==> config.mk <==
export PLATFORM = sky130hd
export DESIGN_NAME = fpx_resp_unit
export DESIGN_NICKNAME = d
export VERILOG_FILES = /design/src/rtl/fpx_pkg.sv /design/src/rtl/fpx_ctl_word.sv /design/src/rtl/fpx_subst.sv /design/src/rtl/fpx_flags.sv /design/src/rtl/fpx_resp_unit.sv
export SDC_FILE = /design/constraint.sdc
export NUM_CORES = 1
export LEC_CHECK = 0
export ABC_AREA = 1
export BUFFER_PORTS_ARGS = -buffer_cell sky130_fd_sc_hd__buf_2
export CAP_MARGIN = 0
export CELL_PAD_IN_SITES_DETAIL_PLACEMENT = 1
export CELL_PAD_IN_SITES_GLOBAL_PLACEMENT = 1
export CORE_UTILIZATION = 34
export DETAILED_ROUTE_END_ITERATION = 10
export GPL_ROUTABILITY_DRIVEN = 0
export GPL_TIMING_DRIVEN = 0
export PLACE_DENSITY_LB_ADDON = 0.15
export SETUP_SLACK_MARGIN = 0.5
export SYNTH_ARGS = -nofsm -noshare
export SYNTH_HDL_FRONTEND = slang
export SYNTH_HIERARCHICAL = 1
export SYNTH_SLANG_ARGS = --single-unit
==> constraint.sdc <==
create_clock -name clk_i -period 1.48 [get_ports clk_i]
set_input_delay 0.074 -clock clk_i [delete_from_list [all_inputs] [get_ports clk_i]]
set_output_delay 0.074 -clock clk_i [all_outputs]
set_load 0.05 [all_outputs]
==> src/rtl/fpx_pkg.sv <==
package fpx_pkg;
  localparam int unsigned CW_W   = 16;
  localparam int unsigned N_EXC  = 6;
  localparam int unsigned RES_W  = 64;
  localparam int unsigned EXP_W  = 11;
  localparam int unsigned FRAC_W = RES_W - EXP_W - 1;

  // exception / mask bit positions
  localparam int unsigned X_INV = 0;
  localparam int unsigned X_DEN = 1;
  localparam int unsigned X_DZ  = 2;
  localparam int unsigned X_OVF = 3;
  localparam int unsigned X_UNF = 4;
  localparam int unsigned X_PRE = 5;

  localparam int unsigned PC_LO  = 8;
  localparam int unsigned RC_LO  = 10;
  localparam int unsigned IC_BIT = 12;

  localparam logic [CW_W-1:0]  CW_RST = CW_W'(16'h003F);
  localparam logic [RES_W-1:0] QNAN   = {1'b0, {EXP_W{1'b1}}, 1'b1, {(FRAC_W-1){1'b0}}};
endpackage

==> src/rtl/fpx_ctl_word.sv <==
module fpx_ctl_word
  import fpx_pkg::*;
#(
  parameter int unsigned W = CW_W,
  parameter logic [W-1:0] RST_VAL = CW_RST
) (
  input  logic         clk_i,
  input  logic         rst_ni,
  input  logic         we_i,
  input  logic [W-1:0] wdata_i,
  output logic [W-1:0] cw_o
);
  logic [W-1:0] cw_q;

  always_ff @(posedge clk_i or negedge rst_ni) begin
    if (!rst_ni)   cw_q <= RST_VAL;
    else if (we_i) cw_q <= wdata_i;
  end

  assign cw_o = cw_q;

  p_cw_write_r2: assert property (@(posedge clk_i) disable iff (!rst_ni)
    we_i |=> cw_q == $past(wdata_i));
endmodule

==> src/rtl/fpx_subst.sv <==
module fpx_subst
  import fpx_pkg::*;
(
  input  logic             inv_i,
  input  logic             dz_i,
  input  logic             ovf_i,
  input  logic             sign_i,
  input  logic [RES_W-1:0] res_i,
  output logic [RES_W-1:0] res_o
);
  localparam logic [RES_W-2:0] INF_MAG = {{EXP_W{1'b1}}, {FRAC_W{1'b0}}};
  localparam logic [RES_W-2:0] MAX_MAG = {{(EXP_W-1){1'b1}}, 1'b0, {FRAC_W{1'b1}}};

  // fixed priority: invalid > divide-by-zero > overflow
  always_comb begin
    if (inv_i)      res_o = QNAN;
    else if (dz_i)  res_o = {sign_i, INF_MAG};
    else if (ovf_i) res_o = {sign_i, MAX_MAG};
    else            res_o = res_i;
  end
endmodule

==> src/rtl/fpx_flags.sv <==
module fpx_flags #(
  parameter int unsigned N = 6
) (
  input  logic         clk_i,
  input  logic         rst_ni,
  input  logic         clr_i,
  input  logic         rec_i,
  input  logic [N-1:0] exc_i,
  input  logic         trap_req_i,
  output logic [N-1:0] flags_o,
  output logic         pend_o
);
  logic [N-1:0] flags_q;
  logic         pend_q;

  for (genvar g = 0; g < N; g++) begin : g_flag
    // a new event wins over a clear in the same cycle
    always_ff @(posedge clk_i or negedge rst_ni) begin
      if (!rst_ni)                 flags_q[g] <= 1'b0;
      else if (rec_i && exc_i[g])  flags_q[g] <= 1'b1;
      else if (clr_i)              flags_q[g] <= 1'b0;
    end
  end

  always_ff @(posedge clk_i or negedge rst_ni) begin
    if (!rst_ni)         pend_q <= 1'b0;
    else if (trap_req_i) pend_q <= 1'b1;
    else if (clr_i)      pend_q <= 1'b0;
  end

  assign flags_o = flags_q;
  assign pend_o  = pend_q;

  p_sticky_r11: assert property (@(posedge clk_i) disable iff (!rst_ni)
    !clr_i |=> (flags_q & $past(flags_q)) == $past(flags_q));
  p_flag_set_r11: assert property (@(posedge clk_i) disable iff (!rst_ni)
    rec_i |=> (flags_q & $past(exc_i)) == $past(exc_i));
  p_flag_clr_r12: assert property (@(posedge clk_i) disable iff (!rst_ni)
    clr_i && !rec_i |=> flags_q == '0);
  p_pend_clr_r12: assert property (@(posedge clk_i) disable iff (!rst_ni)
    clr_i && !trap_req_i |=> !pend_q);
endmodule

==> src/rtl/fpx_resp_unit.sv <==
module fpx_resp_unit
  import fpx_pkg::*;
(
  input  logic             clk_i,
  input  logic             rst_ni,
  input  logic             cw_we_i,
  input  logic [CW_W-1:0]  cw_wdata_i,
  output logic [CW_W-1:0]  cw_rdata_o,
  output logic [1:0]       prec_ctl_o,
  output logic [1:0]       rnd_ctl_o,
  output logic             inf_ctl_o,
  input  logic             op_valid_i,
  input  logic [N_EXC-1:0] op_exc_i,
  input  logic             op_sign_i,
  input  logic [RES_W-1:0] op_result_i,
  output logic             res_valid_o,
  output logic [RES_W-1:0] res_o,
  output logic [N_EXC-1:0] sts_o,
  input  logic             issue_i,
  input  logic             clr_i,
  output logic             trap_o
);
  logic [CW_W-1:0]  cw;
  logic [N_EXC-1:0] mask, unmasked;
  logic             trap_req, commit, pend;
  logic [RES_W-1:0] subst_res, res_q;
  logic             vld_q;

  fpx_ctl_word #(.W(CW_W), .RST_VAL(CW_RST)) i_cw (
    .clk_i, .rst_ni, .we_i(cw_we_i), .wdata_i(cw_wdata_i), .cw_o(cw)
  );

  assign mask     = cw[N_EXC-1:0];
  assign unmasked = op_exc_i & ~mask;
  assign trap_req = op_valid_i && (|unmasked);
  assign commit   = op_valid_i && !(|unmasked);

  fpx_subst i_subst (
    .inv_i(op_exc_i[X_INV]), .dz_i(op_exc_i[X_DZ]), .ovf_i(op_exc_i[X_OVF]),
    .sign_i(op_sign_i), .res_i(op_result_i), .res_o(subst_res)
  );

  fpx_flags #(.N(N_EXC)) i_flags (
    .clk_i, .rst_ni, .clr_i, .rec_i(op_valid_i), .exc_i(op_exc_i),
    .trap_req_i(trap_req), .flags_o(sts_o), .pend_o(pend)
  );

  always_ff @(posedge clk_i or negedge rst_ni) begin
    if (!rst_ni) begin
      vld_q <= 1'b0;
      res_q <= '0;
    end else begin
      vld_q <= commit;
      if (commit) res_q <= subst_res;
    end
  end

  assign res_valid_o = vld_q;
  assign res_o       = res_q;
  assign trap_o      = issue_i && pend;
  assign cw_rdata_o  = cw;
  assign prec_ctl_o  = cw[PC_LO+1:PC_LO];
  assign rnd_ctl_o   = cw[RC_LO+1:RC_LO];
  assign inf_ctl_o   = cw[IC_BIT];

  p_dflt_qnan_r4: assert property (@(posedge clk_i) disable iff (!rst_ni)
    op_valid_i && op_exc_i[X_INV] && (op_exc_i & ~cw[N_EXC-1:0]) == '0
    |=> res_valid_o && res_o == QNAN);
  p_no_commit_r9: assert property (@(posedge clk_i) disable iff (!rst_ni)
    op_valid_i && (op_exc_i & ~cw[N_EXC-1:0]) != '0 |=> !res_valid_o && pend);
  p_idle_r9: assert property (@(posedge clk_i) disable iff (!rst_ni)
    !op_valid_i |=> !res_valid_o);
endmodule

==> results of run 1 <==
==> tightest hold or removal path, cell delays in order <==
cell     delay (ns)
buf_2          0.08
inv_2          0.06
nand2_1        0.06
nand2_1        0.04
==> power by group <==
part           switching [mW]  internal [mW]
clock network           0.989           1.40
registers               0.381           2.89
logic                    2.83           1.80
total                    4.20           6.08
==> sequential cells by signal, summed over array words and instances (netlist names) <==
register and cells:
i_cw/cw_o 16, i_flags/flags_o 6, i_flags/pend_o 1, res_o 64, res_valid_o 1
==> worst min path at each step <==
stage | start | to | slack (ns) | depth (start not counted)
floorplan | rst_ni | i_cw/cw_o[10] | -0.22 | 0
global placement | cw_wdata_i[14] | i_cw/cw_o[14] | 0.27 | 3
detailed placement | rst_ni | res_o[40] | 0.06 | 1
CTS | clr_i | i_flags/flags_o[3] | 0.001 | 4
global route | clr_i | i_flags/flags_o[5] | 0.02 | 4
finish | clr_i | i_flags/flags_o[3] | 0.01 | 4
==> logic make-up after synthesis <==
family / count (synthesis) / synth area share (%)
buffers and inverters: 66 / 10.2
and+or+nand+nor: 401 / 39.4
DFF: 88 / 50.1
AOI/OAI and AO/OA: 3 / 0.340
==> what timing repair did <==
| action | 4_1_cts | 5_1_grt |
|---|---|---|
| endpoints found under the setup margin | 159 | 198 |
| hold buffers | 22 | 0 |
| resized for setup | 101 | 229 |
| setup buffers | 8 | 38 |
| cloned | 2 | 2 |
| endpoints found under the hold margin | 53 | 0 |
| pin swaps | 5 | 4 |
==> routing by layer <==
layer  global-route usage (%)  share of wire [%]  up-vias
met5                        0                  0        -
met4                     9.32                1.9        0
met3                     6.28                5.5       22
met2                     41.6                 53      136
met1                     27.7                 40     2349
li1                         -                  -     2291
==> metrics by stage <==
stage,power (mW),hold WS (ns),instance area (µm²),utilization [%]
final,10.3,0.00959,7380,58.5
after CTS,9.39,0.00142,6520,51.6
after floorplan,5.62,-0.222,4430,-
after global routing,10.7,0.0247,7380,58.5
after detailed placement,6.62,0.0634,5590,44.3
after global placement,6.54,0.271,5560,44.1
==> layout by cell type (no fill, tap or decap), types with 3 or more instances in the layout <==
master / count
dfstp_2: 6
nand2_2: 22
dlygate4sd3_1: 22
inv_1: 10
dfrtp_1: 80
buf_2: 94
nand4_1: 64
clkbuf_1: 3
buf_12: 3
nand2_4: 5
buf_6: 106
buf_8: 17
nor2_1: 96
inv_2: 5
clkbuf_16: 11
nand2_1: 191
nor2_2: 20
clkbuf_8: 3
buf_4: 54
==> final cells by class <==
class / count / area (µm²)
buffer: 49 / 485
clock buffer: 11 / 253
clock inverter: 5 / 55.1
fill: 1517 / 5240
inverter: 17 / 71.3
multi-input combinational: 404 / 1850
sequential: 88 / 2210
tap: 172 / 215
timing repair buffer: 257 / 2240
==> impl_metrics.toml, run 1 <==
[critical_path]
path_class = "flop to flop"
rr_endpoint = "res_o[17]"
reg2reg_depth = 9
start_kind = "flop"
cp.required_ns = 1.71
regToRegSetupSlack_ns = -0.05
crit_family = "flip-flops"
cp_num_cells = 9
worst_path_largest_cell_delay_ns = 0.54
r2r_start = "i_cw/cw_o[2]"
crit_end = "res_o[17]"
worstPathArrival_ns = 1.76
cp-end-kind = "flop"
slowest_stage = "dfstp_2"
crit_path_cell_trace = "inv_2 > nand2_2 > nand2_2 > nor2_4 > nand3_4 > buf_12 > buf_8 > nand2_1 > nand2_1"
path_buf_inv = 3
cp_max_fo = 10
setup.worst_path.start = "i_cw/cw_o[2]"

[synthesis]
synth_top_area_share_pct = 46.5
synth_most_common_cell = "nand2_1"
yosysWarnings = 6
synth_edf_count = 0
syn-instance-count = 558
synthArstFlopShare_pct = 100
synth_seq_area_share_pct = 50.1
synth_nets = 651
yosysUniqueCellTypes = 21
ys_ff_latch = 88
syn_avg_cell_area_um2 = 7.91
ys_top_cells_by_area = "dfrtp_1 46%, nand2_1 18%, nand4_1 9.1%"
synth_top_cell_by_area = "dfrtp_1"
synthFlopType = "dfrtp_1"
synthTopCellsByCount = "213 x nand2_1, 96 x nor2_1, 82 x dfrtp_1, 64 x nand4_1, 21 x nor2_2"
synth_area_um2 = 4410

[final_layout]
diodes = 0
drive_gt1_share_pct = 43.3
final_cells = 1003
area_growth_syn_to_layout_pct = 67.3
layout.nets = 919

[drt]
remaining_drc_errors = 0
drt_wl_total_um = 16500
drt_iter0_markers = 221
first_pass_iters = 6
vias = 4798
vias_per_cell = 4.78
wl_per_cell_um = 16.5
detail-route-antenna-nets = 0

[outcome]
status = "finished, violations left"
violations = "negative setup slack"

[clock_tree]
cts_tree = "done"
cts_root_buffer = "clkbuf_16"
clock_sinks = 88
cts_max_level = 3
cts_inserted_buffers = 9
clk_pin_slew_ns = 0.06
worstSkewPairLatency_ns = 0.35
cts_buffer_depth = 2

[floorplanning]
die-area_um2 = 13400
start_util_pct = 35.0
die_w_um = 116
core_area_um2 = 12600
row_count = 41
die_h_um = 116
num_io_pins = 186

[placement]
place_inst = 915
dp.final_hpwl_um = 10100
place_ws_ns = -0.154
io_buffers = 184

[global_routing]
grt_pass1_wl_um = 24400
grt_max_degree = 56
track_usage_pct = 23.8
grt_pass1_vias = 4857
grt_antenna_before_repair = 0
grt_overflow = 0

[sta]
slew_violations = 0
worst_slack_ns = -0.0475
hold_viol = 0
finalCriticalPeriod_ns = 1.53
rsz0062_at_grt = "yes"
finClkSkew_ns = 0.00605
tightestPinTransition_ns = 0.483
fmax_mhz = 655
slew_headroom_pct = 67.8
finalCritPeriodShare_pct = 103
setup_tns_ns = -1.14
setup_violations = 55

[pwr]
ir_worst_vdd_mv = 0.575
leakage_nw = 3.99
p_per_area_nw_per_um2 = 1390

[min_path]
hp-class = "primary input to flop"

[flow_run]
drv_cap = 0
No activity file was read; power rests on OpenSTA's default activity.
==> run 2: changes to the inputs <==
CORE_UTILIZATION = 30   (was 34)
clock period = 1.4 ns   (was 1.48 ns; I/O delays follow)
==> impl_metrics.toml, run 2 (same netlist as run 1, synthesis figures left out) <==
[outcome]
status = "finished, violations left"
violations = "negative hold slack, negative setup slack"

[critical_path]
crit_family = "flip-flops"
critPathMostFrequentCell = "nand2_2"
path_buf_inv = 3
worstPathArrival_ns = 1.75
slowest_stage = "dfstp_2"
cp_max_fo = 8
crit_path_cell_trace = "inv_2 > nand2_2 > nand2_2 > nor2_4 > nand3_4 > buf_12 > clkbuf_16 > nand2_2 > nand2_1"
worst_path_largest_cell_delay_ns = 0.54
cp-end-kind = "flop"
path_class = "flop to flop"
start_kind = "flop"
cp.required_ns = 1.64

[clock_tree]
cts_root_buffer = "clkbuf_16"
worstSkewPairLatency_ns = 0.35
cts_tree = "done"
cts_inserted_buffers = 9
clk_pin_slew_ns = 0.07
clock_sinks = 88
cts_buffer_depth = 2
cts_hold_buf = 22
cts_max_level = 3

[placement]
placed_area_um2 = 5610
dp.final_hpwl_um = 10300
place_ws_ns = -0.251
io_buffers = 184

[floorplanning]
die_h_um = 123
row_count = 43
die-area_um2 = 15200
start_util_pct = 31.3
die_w_um = 123
core_area_um2 = 14100
num_io_pins = 186

[pwr]
leakage_nw = 4.17
ir_worst_vdd_mv = 0.642
p_per_area_nw_per_um2 = 1460

[sta]
slew_violations = 0
finClkSkew_ns = 0.00973
whs_ns = -0.283
finalCriticalPeriod_ns = 1.51
tightestPinTransition_ns = 0.593
worst_slack_ns = -0.110
finalCritPeriodShare_pct = 108
rsz0062_at_grt = "yes"
hold_viol = 33
setup_tns_ns = -5.06
slew_headroom_pct = 60.5
setup_violations = 64
fmax_mhz = 662

[drt]
vias = 4821
first_pass_iters = 4
wl_per_cell_um = 16.5
drt_iter0_markers = 206
drt_wl_total_um = 17100
remaining_drc_errors = 0
vias_per_cell = 4.66
detail-route-antenna-nets = 0

[final_layout]
layout_common_cells = "159 x nand2_1, 103 x buf_6, 96 x nor2_1"
largest_reg_flops = 64
layout.nets = 943
nFillCells = 1630
area_growth_syn_to_layout_pct = 76.9
layout_commonest_cell = "nand2_1"
multiInputGateArea_um2 = 1970
drive_gt1_share_pct = 49.1
regArea_um2 = 2220
design_area_um2 = 7810
diodes = 0

[global_routing]
grt_overflow = 0
grt_max_degree = 50
grt_antenna_before_repair = 0
grt_pass1_vias = 5011
track_usage_pct = 21.9
grt_pass1_wl_um = 25200

[flow_run]
drv_cap = 0

[min_path]
hp-class = "primary input to async pin"
## run 2: changes by cell type in the layout (fill, tap and decap cells not counted), sizes merged
cell	before	now
clkinvlp	2	0
bufinv	1	2
inv	17	16
buf	277	303
## run 2: power breakdown
part           internal [mW]  switching, mW  total (mW)
clock                   1.66           1.04        2.70
sequential              3.05          0.406        3.46
combinational           2.16           3.10        5.25
## run 2: worst register-to-register path: stages, from the launching register on
cell and delay [ns]:
dfstp_2 0.54, inv_2 0.04, nand2_2 0.05, nand2_2 0.06, nor2_4 0.17, nand3_4 0.11
buf_12 0.18, clkbuf_16 0.17, nand2_2 0.06, nand2_1 0.04
## run 2: routing by layer
metal	GRT usage (%)	up-vias	wire length (µm)
met5	0	-	0
met4	7.83	0	270
met3	5.07	19	950
met2	37.4	124	8690
met1	26.8	2329	7210
li1	-	2349	-
## run 2: area by class of cell
class	instances	share of cell area, %
clock buffers	13	3.33
inverters	17	0.978
well taps	180	2.88
plain buffers	49	6.60
flip-flops and latches	88	28.4
clock inverters	3	0.833
repair buffers	281	31.8
multi-input cells	404	25.2
## run 2: repair_timing
| action | CTS | global route |
|---|---|---|
| buffers inserted | 28 | 42 |
| endpoints found under the hold margin | 53 | 33 |
| endpoints found under the setup margin | 159 | 159 |
| cloned | 2 | 2 |
| resized for setup | 235 | 95 |
| pin swaps | 2 | 8 |
## run 2: final timing paths
kind | cells past startpoint | startpoint | slack [ns] | to
setup / recovery | 9 | i_cw/cw_o[1] | -0.11 | res_o[24]
max in group asynchronous | 2 | rst_ni | 1.00 | res_o[15]
min in group clk_i | 3 | op_exc_i[0] | 0.04 | i_flags/flags_o[0]
setup reg to reg | 9 | i_cw/cw_o[1] | -0.11 | res_o[24]
hold / removal | 1 | rst_ni | -0.28 | res_o[45]
hold reg to reg | 2 | res_o[6] | 0.50 | res_o[6]
## run 2: through the flow
step	cells	util, %	power [mW]
floorplan	558	-	5.95
global placement	922	39.6	6.93
detailed placement	923	39.8	7.01
CTS	991	50.7	10.8
global route	1035	55.4	11.9
finish	1035	55.4	11.4
